==> src/rtl/fde_pkg.sv <==
package fde_pkg;

    localparam int DIGITS_DEF    = 6;
    localparam int SLOTS_DEF     = 14;
    localparam int FMAX_DEF      = 200000;
    localparam int FMIN_DEF      = 1;
    localparam logic [23:0] RESET_BCD_DEF = 24'h010000;

    typedef logic [3:0] bcd_t;

    typedef enum logic {
        LINE_SLOT = 1'b0,
        LINE_FREQ = 1'b1
    } line_e;

    typedef struct packed {
        logic inc;
        logic adv;
    } press_t;

    function automatic bcd_t bcd_bump(input bcd_t d);
        return (d >= 4'd9) ? 4'd0 : d + 4'd1;
    endfunction

endpackage

==> src/rtl/fde_sampler.sv <==
module fde_sampler
    import fde_pkg::*;
(
    input  logic   clk,
    input  logic   rst,
    input  logic   tick,
    input  logic   en,
    input  logic   inc_lvl,
    input  logic   adv_lvl,
    output press_t act
);

    logic inc_q;
    logic adv_q;

    // previous levels are refreshed on every tick, also when frozen
    always_ff @(posedge clk) begin
        if (rst) begin
            inc_q <= 1'b0;
            adv_q <= 1'b0;
        end else if (tick) begin
            inc_q <= inc_lvl;
            adv_q <= adv_lvl;
        end
    end

    always_comb begin
        act.inc = tick & en & inc_lvl & ~inc_q;
        act.adv = tick & en & adv_lvl & ~adv_q;
    end

endmodule

==> src/rtl/fde_digits.sv <==
module fde_digits
    import fde_pkg::*;
#(
    parameter int NUM_DIGITS = DIGITS_DEF,
    parameter logic [4*NUM_DIGITS-1:0] RESET_BCD = RESET_BCD_DEF,
    localparam int BCD_W = 4 * NUM_DIGITS,
    localparam int CUR_W = $clog2(NUM_DIGITS)
) (
    input  logic             clk,
    input  logic             rst,
    input  press_t           act,
    input  logic             line_sel,
    output logic [BCD_W-1:0] freq_bcd,
    output logic [CUR_W-1:0] cursor,
    output logic             freq_chg
);

    localparam logic [CUR_W-1:0] LAST_POS = CUR_W'(NUM_DIGITS - 1);

    logic on_freq;
    logic do_inc;
    logic do_adv;

    assign on_freq = (line_e'(line_sel) == LINE_FREQ);
    assign do_inc  = act.inc & on_freq;
    assign do_adv  = act.adv & on_freq;

    // digit under the pre-move cursor takes the increment
    always_ff @(posedge clk) begin
        if (rst) begin
            freq_bcd <= RESET_BCD;
        end else if (do_inc) begin
            for (int k = 0; k < NUM_DIGITS; k++) begin
                if (cursor == CUR_W'(k)) begin
                    freq_bcd[(BCD_W-4)-4*k +: 4] <= bcd_bump(freq_bcd[(BCD_W-4)-4*k +: 4]);
                end
            end
        end
    end

    always_ff @(posedge clk) begin
        if (rst) begin
            cursor <= '0;
        end else if (do_adv) begin
            cursor <= (cursor == LAST_POS) ? '0 : cursor + 1'b1;
        end
    end

    always_ff @(posedge clk) begin
        if (rst) freq_chg <= 1'b0;
        else     freq_chg <= do_inc;
    end

endmodule

==> src/rtl/fde_slot.sv <==
module fde_slot
    import fde_pkg::*;
#(
    parameter int NUM_SLOTS = SLOTS_DEF,
    localparam int SLOT_W = $clog2(NUM_SLOTS)
) (
    input  logic                 clk,
    input  logic                 rst,
    input  press_t               act,
    input  logic                 line_sel,
    input  logic [NUM_SLOTS-1:0] slot_used,
    output logic [SLOT_W-1:0]    slot
);

    // nearest occupied slot after cur, circularly; cur itself if none
    function automatic logic [SLOT_W-1:0] pick_next(
        input logic [NUM_SLOTS-1:0] used,
        input logic [SLOT_W-1:0]    cur
    );
        logic [SLOT_W-1:0] r;
        r = cur;
        for (int k = NUM_SLOTS - 1; k >= 1; k--) begin
            if (used[(int'(cur) + k) % NUM_SLOTS]) begin
                r = SLOT_W'((int'(cur) + k) % NUM_SLOTS);
            end
        end
        return r;
    endfunction

    logic step;
    assign step = act.inc & (line_e'(line_sel) == LINE_SLOT);

    always_ff @(posedge clk) begin
        if (rst)       slot <= '0;
        else if (step) slot <= pick_next(slot_used, slot);
    end

endmodule

==> src/rtl/fde_bcd2bin.sv <==
module fde_bcd2bin
    import fde_pkg::*;
#(
    parameter int NUM_DIGITS = DIGITS_DEF,
    parameter int F_MIN = FMIN_DEF,
    parameter int F_MAX = FMAX_DEF,
    localparam int BCD_W = 4 * NUM_DIGITS,
    localparam int CUR_W = $clog2(NUM_DIGITS),
    localparam int INC_W = $clog2(10 ** NUM_DIGITS)
) (
    input  logic             clk,
    input  logic             rst,
    input  logic             start,
    input  logic [BCD_W-1:0] bcd,
    output logic [INC_W-1:0] value,
    output logic             stb
);

    localparam logic [CUR_W-1:0] LAST_POS = CUR_W'(NUM_DIGITS - 1);

    logic             kick;
    logic             busy;
    logic [CUR_W-1:0] idx;
    logic [INC_W-1:0] acc;
    logic [INC_W-1:0] nxt;
    logic             go;

    function automatic logic [INC_W-1:0] clamp(input logic [INC_W-1:0] v);
        if (v < INC_W'(F_MIN))      return INC_W'(F_MIN);
        else if (v > INC_W'(F_MAX)) return INC_W'(F_MAX);
        else                        return v;
    endfunction

    assign go  = start | kick;
    assign nxt = INC_W'(acc * INC_W'(10)) + INC_W'(bcd[(BCD_W-4)-4*int'(idx) +: 4]);

    // one conversion is launched right after reset
    always_ff @(posedge clk) begin
        if (rst) kick <= 1'b1;
        else     kick <= 1'b0;
    end

    always_ff @(posedge clk) begin
        if (rst) begin
            busy  <= 1'b0;
            idx   <= '0;
            acc   <= '0;
            value <= '0;
            stb   <= 1'b0;
        end else if (go) begin
            busy <= 1'b1;
            idx  <= CUR_W'(1);
            acc  <= INC_W'(bcd[BCD_W-1 -: 4]);
            stb  <= 1'b0;
        end else if (busy) begin
            if (idx == LAST_POS) begin
                busy  <= 1'b0;
                value <= clamp(nxt);
                stb   <= 1'b1;
            end else begin
                acc <= nxt;
                idx <= idx + 1'b1;
                stb <= 1'b0;
            end
        end else begin
            stb <= 1'b0;
        end
    end

endmodule

==> src/rtl/freq_digit_editor.sv <==
module freq_digit_editor
    import fde_pkg::*;
#(
    parameter int NUM_DIGITS = DIGITS_DEF,
    parameter int NUM_SLOTS  = SLOTS_DEF,
    parameter int F_MIN      = FMIN_DEF,
    parameter int F_MAX      = FMAX_DEF,
    parameter logic [4*NUM_DIGITS-1:0] RESET_BCD = RESET_BCD_DEF,
    localparam int BCD_W  = 4 * NUM_DIGITS,
    localparam int CUR_W  = $clog2(NUM_DIGITS),
    localparam int SLOT_W = $clog2(NUM_SLOTS),
    localparam int INC_W  = $clog2(10 ** NUM_DIGITS)
) (
    input  logic                 clk,
    input  logic                 rst,
    input  logic                 tick,
    input  logic                 edit_en,
    input  logic                 line_sel,
    input  logic                 adv_btn,
    input  logic                 inc_btn,
    input  logic [NUM_SLOTS-1:0] slot_used,
    output logic [BCD_W-1:0]     freq_bcd,
    output logic [CUR_W-1:0]     cursor,
    output logic [SLOT_W-1:0]    slot,
    output logic [INC_W-1:0]     phase_inc,
    output logic                 upd_stb
);

    press_t act;
    logic   freq_chg;

    fde_sampler u_samp (
        .clk     (clk),
        .rst     (rst),
        .tick    (tick),
        .en      (edit_en),
        .inc_lvl (inc_btn),
        .adv_lvl (adv_btn),
        .act     (act)
    );

    fde_digits #(
        .NUM_DIGITS (NUM_DIGITS),
        .RESET_BCD  (RESET_BCD)
    ) u_dig (
        .clk      (clk),
        .rst      (rst),
        .act      (act),
        .line_sel (line_sel),
        .freq_bcd (freq_bcd),
        .cursor   (cursor),
        .freq_chg (freq_chg)
    );

    fde_slot #(
        .NUM_SLOTS (NUM_SLOTS)
    ) u_slot (
        .clk       (clk),
        .rst       (rst),
        .act       (act),
        .line_sel  (line_sel),
        .slot_used (slot_used),
        .slot      (slot)
    );

    fde_bcd2bin #(
        .NUM_DIGITS (NUM_DIGITS),
        .F_MIN      (F_MIN),
        .F_MAX      (F_MAX)
    ) u_conv (
        .clk   (clk),
        .rst   (rst),
        .start (freq_chg),
        .bcd   (freq_bcd),
        .value (phase_inc),
        .stb   (upd_stb)
    );

endmodule

==> config.mk <==
export PLATFORM = sky130hd
export DESIGN_NAME = freq_digit_editor
export DESIGN_NICKNAME = d
export VERILOG_FILES = /design/src/rtl/fde_pkg.sv /design/src/rtl/fde_sampler.sv /design/src/rtl/fde_digits.sv /design/src/rtl/fde_slot.sv /design/src/rtl/fde_bcd2bin.sv /design/src/rtl/freq_digit_editor.sv
export SDC_FILE = /design/constraint.sdc
export NUM_CORES = 1
export LEC_CHECK = 0
export BUFFER_PORTS_ARGS = -buffer_cell sky130_fd_sc_hd__buf_4
export CORE_MARGIN = 5
export CORE_UTILIZATION = 25
export DETAILED_ROUTE_END_ITERATION = 10
export PLACE_DENSITY_LB_ADDON = 0.2
export SETUP_SLACK_MARGIN = 0.15
export SYNTH_ARGS = -nofsm -noshare
export SYNTH_HDL_FRONTEND = slang
export SYNTH_SLANG_ARGS = --single-unit
==> constraint.sdc <==
create_clock -name clk -period 6.2 [get_ports clk]
set_input_delay 0.31 -clock clk [delete_from_list [all_inputs] [get_ports clk]]
set_output_delay 0.31 -clock clk [all_outputs]
set_load 0.01 [all_outputs]
After elaboration in Yosys (flattened, before gate mapping)
Index checks and enable logic that the tools add are counted.
Widths: inputs -> output; s select.
{"block": "totals", "wordCells": 187, "inputBits": 21, "reg_bits": 80}
{"block": "op_classes", "add_sub_neg": 23, "mux": 72, "order_cmp": 21, "n_mul": 1, "bitwise_logic": 15, "reduce_logical": 15, "eq_ne": 7, "shift": 1, "div_mod_pow": 13}
{"cell": "$lt 32x6->1 const B", "n": 13}
{"cell": "$mod 32x5->32 const B", "n": 13}
{"cell": "$mux 4", "n": 22}
{"cell": "$bmux 1 s4", "n": 13}
{"cell": "$mux 20", "n": 2}
{"cell": "$mux 1", "n": 34}
{"cell": "$shiftx 24x32->4", "n": 1}
{"cell": "$add 4x4->5 const B", "n": 6}
{"cell": "$add 4x1->4 const B", "n": 6}
{"cell": "$ge 4x4->1 const B", "n": 6}
{"cell": "$add 20x4->20", "n": 1}
{"cell": "$add 4x3->5 const B", "n": 4}
{"cell": "$gt 20x18->1 const B", "n": 1}
{"cell": "$lt 20x1->1 const B", "n": 1}
{"cell": "$mul 20x3->19 const B", "n": 1}
{"cell": "$reduce_and 2->1", "n": 9}
{"cell": "$reduce_bool 13->1", "n": 1}
{"cell": "$add 4x2->5 const B", "n": 2}
{"cell": "$eq 3x3->1 const B", "n": 3}
{"cell": "$and 1x1->1", "n": 8}
{"cell": "$add 3x1->3 const B", "n": 2}
{"cell": "$eq 3x2->1 const B", "n": 2}
{"cell": "$not 1->1", "n": 6}
{"cell": "$sub 5x5->6 const A", "n": 1}
{"cell": "10 further kinds", "n": 10}

Longest topological paths before layout
{"block": "logic_depth", "ltp_word": 18, "ltp_mapped": 23, "mapped_depth_nobuf": 18}

Hierarchy
From an unflattened synthesis, not the netlist that was laid out.
{"block": "hier_totals", "hier_cells": 1359, "area_unflattened_um2": 10581.4}
{"module": "fde_slot", "cells_each": 719, "instances": 1, "area_per_inst_um2": 5063.6, "seq_area_each_um2": 80.1}
{"module": "fde_bcd2bin", "cells_each": 438, "instances": 1, "area_per_inst_um2": 3734.8, "seq_area_each_um2": 900.9}
{"module": "fde_digits", "cells_each": 193, "instances": 1, "area_per_inst_um2": 1684.1, "seq_area_each_um2": 560.5}
{"module": "fde_sampler", "cells_each": 9, "instances": 1, "area_per_inst_um2": 98.8, "seq_area_each_um2": 40.0}

Worst setup path before layout
Ideal clock, no wire load.
{"block": "synth_path", "kind": "register to register", "startpoint": "reg u_slot.slot[1]", "endpoint": "reg u_slot.slot[0]", "synth_period_minus_slack_ns": 5.154, "arrival_time_ns": 5.039, "required_ns": 6.085, "path_slack_ns": 1.046, "setup_ns": 0.115, "stages_incl_launch_ff": 20, "path_cell_list": "dfxtp_1 buf_2 buf_2 clkinv_1 ha_1 buf_6 clkbuf_1 clkbuf_1 nor2_1 ha_1 nand2b_1 o41ai_2 o31ai_1 o2111a_1 o31ai_2 o21ai_2 or4_4 o31a_1 and3_1 o21a_1"}
{"block": "synth_between", "elab_chain_len": 17, "word_cells_on_any_way": 80, "cone_classes": "add/sub: 13; div: 13; mux: 52; reduce/logical: 2"}
{"element": "start: declaration", "line_no": "fde_slot.sv:12", "text": "output logic [SLOT_W-1:0] slot"}
{"element": "start signal: assignment", "line_no": "fde_slot.sv:35", "text": "else if (step) slot <= pick_next(slot_used, slot);"}
{"element": "$add 4x4->5", "line_no": "fde_slot.sv:23, fde_slot.sv:24"}
{"element": "$mod 32x5->32", "line_no": "fde_slot.sv:23, fde_slot.sv:24"}
{"element": "$bmux 1 s4", "line_no": "fde_slot.sv:23", "text": "if (used[(int'(cur) + k) % NUM_SLOTS]) begin"}
{"element": "$mux 1 (not written as such) (2 in a row)", "line_no": "fde_slot.sv:23"}
{"element": "$mux 4 (12 in a row)", "line_no": "fde_slot.sv:23"}
Several ways; a longest one is shown, not always the timed one. The select of a mux whose other input is x is not followed.
A chain may end at the register's enable or synchronous reset.

Final worst setup path
{"block": "layout_path", "startpoint": "reg u_slot.slot[2]", "endpoint": "reg u_slot.slot[0]"}
Same word-level chain as after synthesis.

==> reports/results.txt <==
Avg Synthesized Cell Area: 7.93 sq um
Max-slew violation count: 0
Yosys top cell by area: dfxtp_1
CTS resizes: 0
Pwr Density: 143 nW/um^2
# IOs: 73
R2r endpoint: u_slot.slot[0]
DP HPWL: 27600 um
CP endpoint kind: flop
Clock tree from TritonCTS: done
# rows: 73
Via Count: 9974
Setup TNS: 0 ps
Critical-path cell list: buf_12, ha_1, nand2_1, inv_1, ha_1, nor2b_1, nand2_1, nor3_1, a221o_1, mux2i_1, mux2i_1, a21oi_1, nand4_2, o31a_1, and3_1, o21a_1
CTS sink cnt: 79
Clk slew on worst S/H paths: 60 ps
Worst skew pair latency: 350 ps
Chip Width: 211 um
Layout cell share with drive strength beyond 1: 16.2%
Yosys warns: 0
Worst slew pin tran: 1290 ps
Largest net degree at the start of global routing: 35
Drt total wl: 35400 um
Vias in the first global route: 9478
WS Path Type: flop to flop
GRT Total Usage: 15.2%
Hold crit path type: input port to flop
Worst reg2reg startpoint: u_slot.slot[2]
Seq/Total Area, Yosys: 15.6%
# port buffers: 72
Core ar.: 39900 sq um
Cts hold-fix bufs: 0
Area delta synth->final: 13.5%
Total gr overflow: 0
Post-synth top area share: 15.6%
Fmax: 191 MHz
Reg2reg setup slack: 960 ps
Full die area: 44700 sq um
Initial antenna violation count: 0
CP Launch Type: flop
Required time worst endpoint: 6440 ps
Detailed Route Iter0 Violations: 787
Slew headroom: 13.6%
Fill cell count: 4320
#FFs+latches synth: 79
# nets final: 1441
Final Skew: 10.7 ps
Post-CTS setup buffer count: 0
Final worst setup slack: 957 ps
Status: finished clean
Mapped Cells: 1278
Worst Path Arrival: 5480 ps
WHS Path Cells: 3
Post-synth top flop: dfxtp_1
Syn Nets: 1395
Total power: 0.00164 W
Setup crit start: u_slot.slot[2]
H-tree levels: 3
Remaining antenna violation count: 0
Peak VDD IR: 134 uV
CTS Buf Count: 9
Final Hold Viols: 0
Worst hold start: inc_btn
CP max FO: 22
Leakage: 4.61 nW
Cells on worst reg2reg path: 16
Post-synth EDFFs: 0
Tcrit/Tclk final: 84.6%
Initial DRT Pass Iterations: 5
WL/cell: 19.1 um
Max cap viols: 0
Global-route wire length before repair: 54800 um
Hold slack: 212 ps
Setup Slack @ Placement: 1030 ps
CP max stage cell: ha_1
Setup-failing EPs final: 0
Synth Cell Area: 10100 sq um
Drt via density: 5.38
Synth async-reset ratio: 0%
Synth unique cells: 112
Clock tree buffer depth: 2
Largest stage delay on the critical path: 780 ps
RD Place Congestion: 0.961
Min-Delay Endpoint: u_samp.inc_q
Antenna cells: 0
Min cycle time layout: 5240 ps
Root Buffer: clkbuf_16
Largest cells by area after synthesis: dfxtp_1 (16%), ha_1 (12%), mux2i_1 (5.1%)
DRC violations left: 0
Initial Utilization: 25.4%
Height of the die: 211 um
RSZ-0062 raised after global routing: false
## worst max-delay path: cells and delay by family, from the launching register on
family / cells / cell delay [ps]
simple gates: 6 / 1250
fa+ha+maj: 2 / 1040
compound gates: 4 / 1410
buf+inv: 2 / 490
mux: 2 / 330
flops: 1 / 610
## report_power, final
group	internal (W)	switching [W]	leakage [nW]
clock	0.000345	0.000230	0.147
sequential	0.000516	0.0000130	0.641
combinational	0.000205	0.000334	3.82
## layout make-up
class                      count  area [sq um]  area share, %
multi-input combinational   1083          8020           69.7
sequential                    79          1580           13.8
timing repair buffer          94           718           6.24
tap                          525           657           5.71
clock buffer                  12           267           2.32
inverter                      57           214           1.86
clock inverter                 4          52.6          0.457
## cell usage after synthesis (10+ instances only)
| master | number |
|---|---|
| a21oi_1 | 81 |
| mux4_2 | 13 |
| a211oi_1 | 31 |
| nor3_1 | 26 |
| nand2_1 | 128 |
| buf_2 | 14 |
| xor2_1 | 17 |
| a21o_1 | 10 |
| clkbuf_1 | 28 |
| and3_1 | 17 |
| o21ai_1 | 11 |
| ha_1 | 94 |
| nor3b_1 | 12 |
| dfxtp_1 | 79 |
| nor2b_1 | 17 |
| xnor2_1 | 30 |
| nor4_1 | 10 |
| mux2_2 | 23 |
| inv_1 | 49 |
| nand2b_1 | 15 |
| nor2_1 | 126 |
| o21a_1 | 13 |
| a31oi_1 | 15 |
| nand3_1 | 32 |
| a211o_1 | 11 |
| and2_1 | 11 |
| mux2i_1 | 52 |
| o21ai_0 | 59 |
## metal layers
layer | routed length (um) | GRT usage, %
met5 | 0 | 0
met2 | 17000 | 26.1
met4 | 843 | 3.80
met1 | 16400 | 20.3
met3 | 1090 | 1.75
## metrics by stage
step,util [%],instance area (sq um),std cells
2_1_floorplan,-,10100,1278
6_report,28.8,11500,1854
4_1_cts,28.8,11500,1854
5_1_grt,28.8,11500,1854
3_5_place_dp,28.0,11200,1838
3_3_place_gp,28.0,11200,1838
## flip-flops by register name, indices dropped and copies added (netlist names)
register	flops
u_conv.stb	1
u_dig.freq_chg	1
u_conv.kick	1
u_samp.inc_q	1
u_slot.slot	4
u_dig.cursor	3
u_conv.value	20
u_conv.acc	19
u_conv.idx	3
u_samp.adv_q	1
u_dig.freq_bcd	24
u_conv.busy	1
## layout by cell type (no fill, tap or decap), types with 12 or more instances in the layout
cell type	synthesis	layout
dfxtp_1	79	77
nand2b_1	15	15
o21ai_0	59	59
mux4_2	13	13
nor3b_1	12	12
xor2_1	17	17
mux2_2	23	23
o21a_1	13	13
a31oi_1	15	15
ha_1	94	94
nor2b_1	17	17
mux2i_1	52	52
a211oi_1	31	31
xnor2_1	30	30
nand3_1	32	32
and3_1	17	17
a21oi_1	81	81
nor2_1	126	126
nor3_1	26	26
nand2_1	128	128
buf_4	5	93
inv_1	49	49
## cell families after synthesis
logic type	synth area share, %
compound gates	28.3
buf+inv	5.32
fa+ha+maj	12.0
mux	10.8
simple gates	22.2
flops	15.6
xor+xnor	5.78
## how the worst max path moves through the flow
stage	to	slack, ps	cells past startpoint
6_report	u_slot.slot[0]	960	16
5_1_grt	u_slot.slot[3]	560	17
4_1_cts	u_slot.slot[0]	990	16
3_5_place_dp	u_slot.slot[0]	1030	16
3_3_place_gp	u_slot.slot[0]	1040	16
2_1_floorplan	u_slot.slot[0]	1050	19
Note: power is estimated with default switching activity, not from simulation.
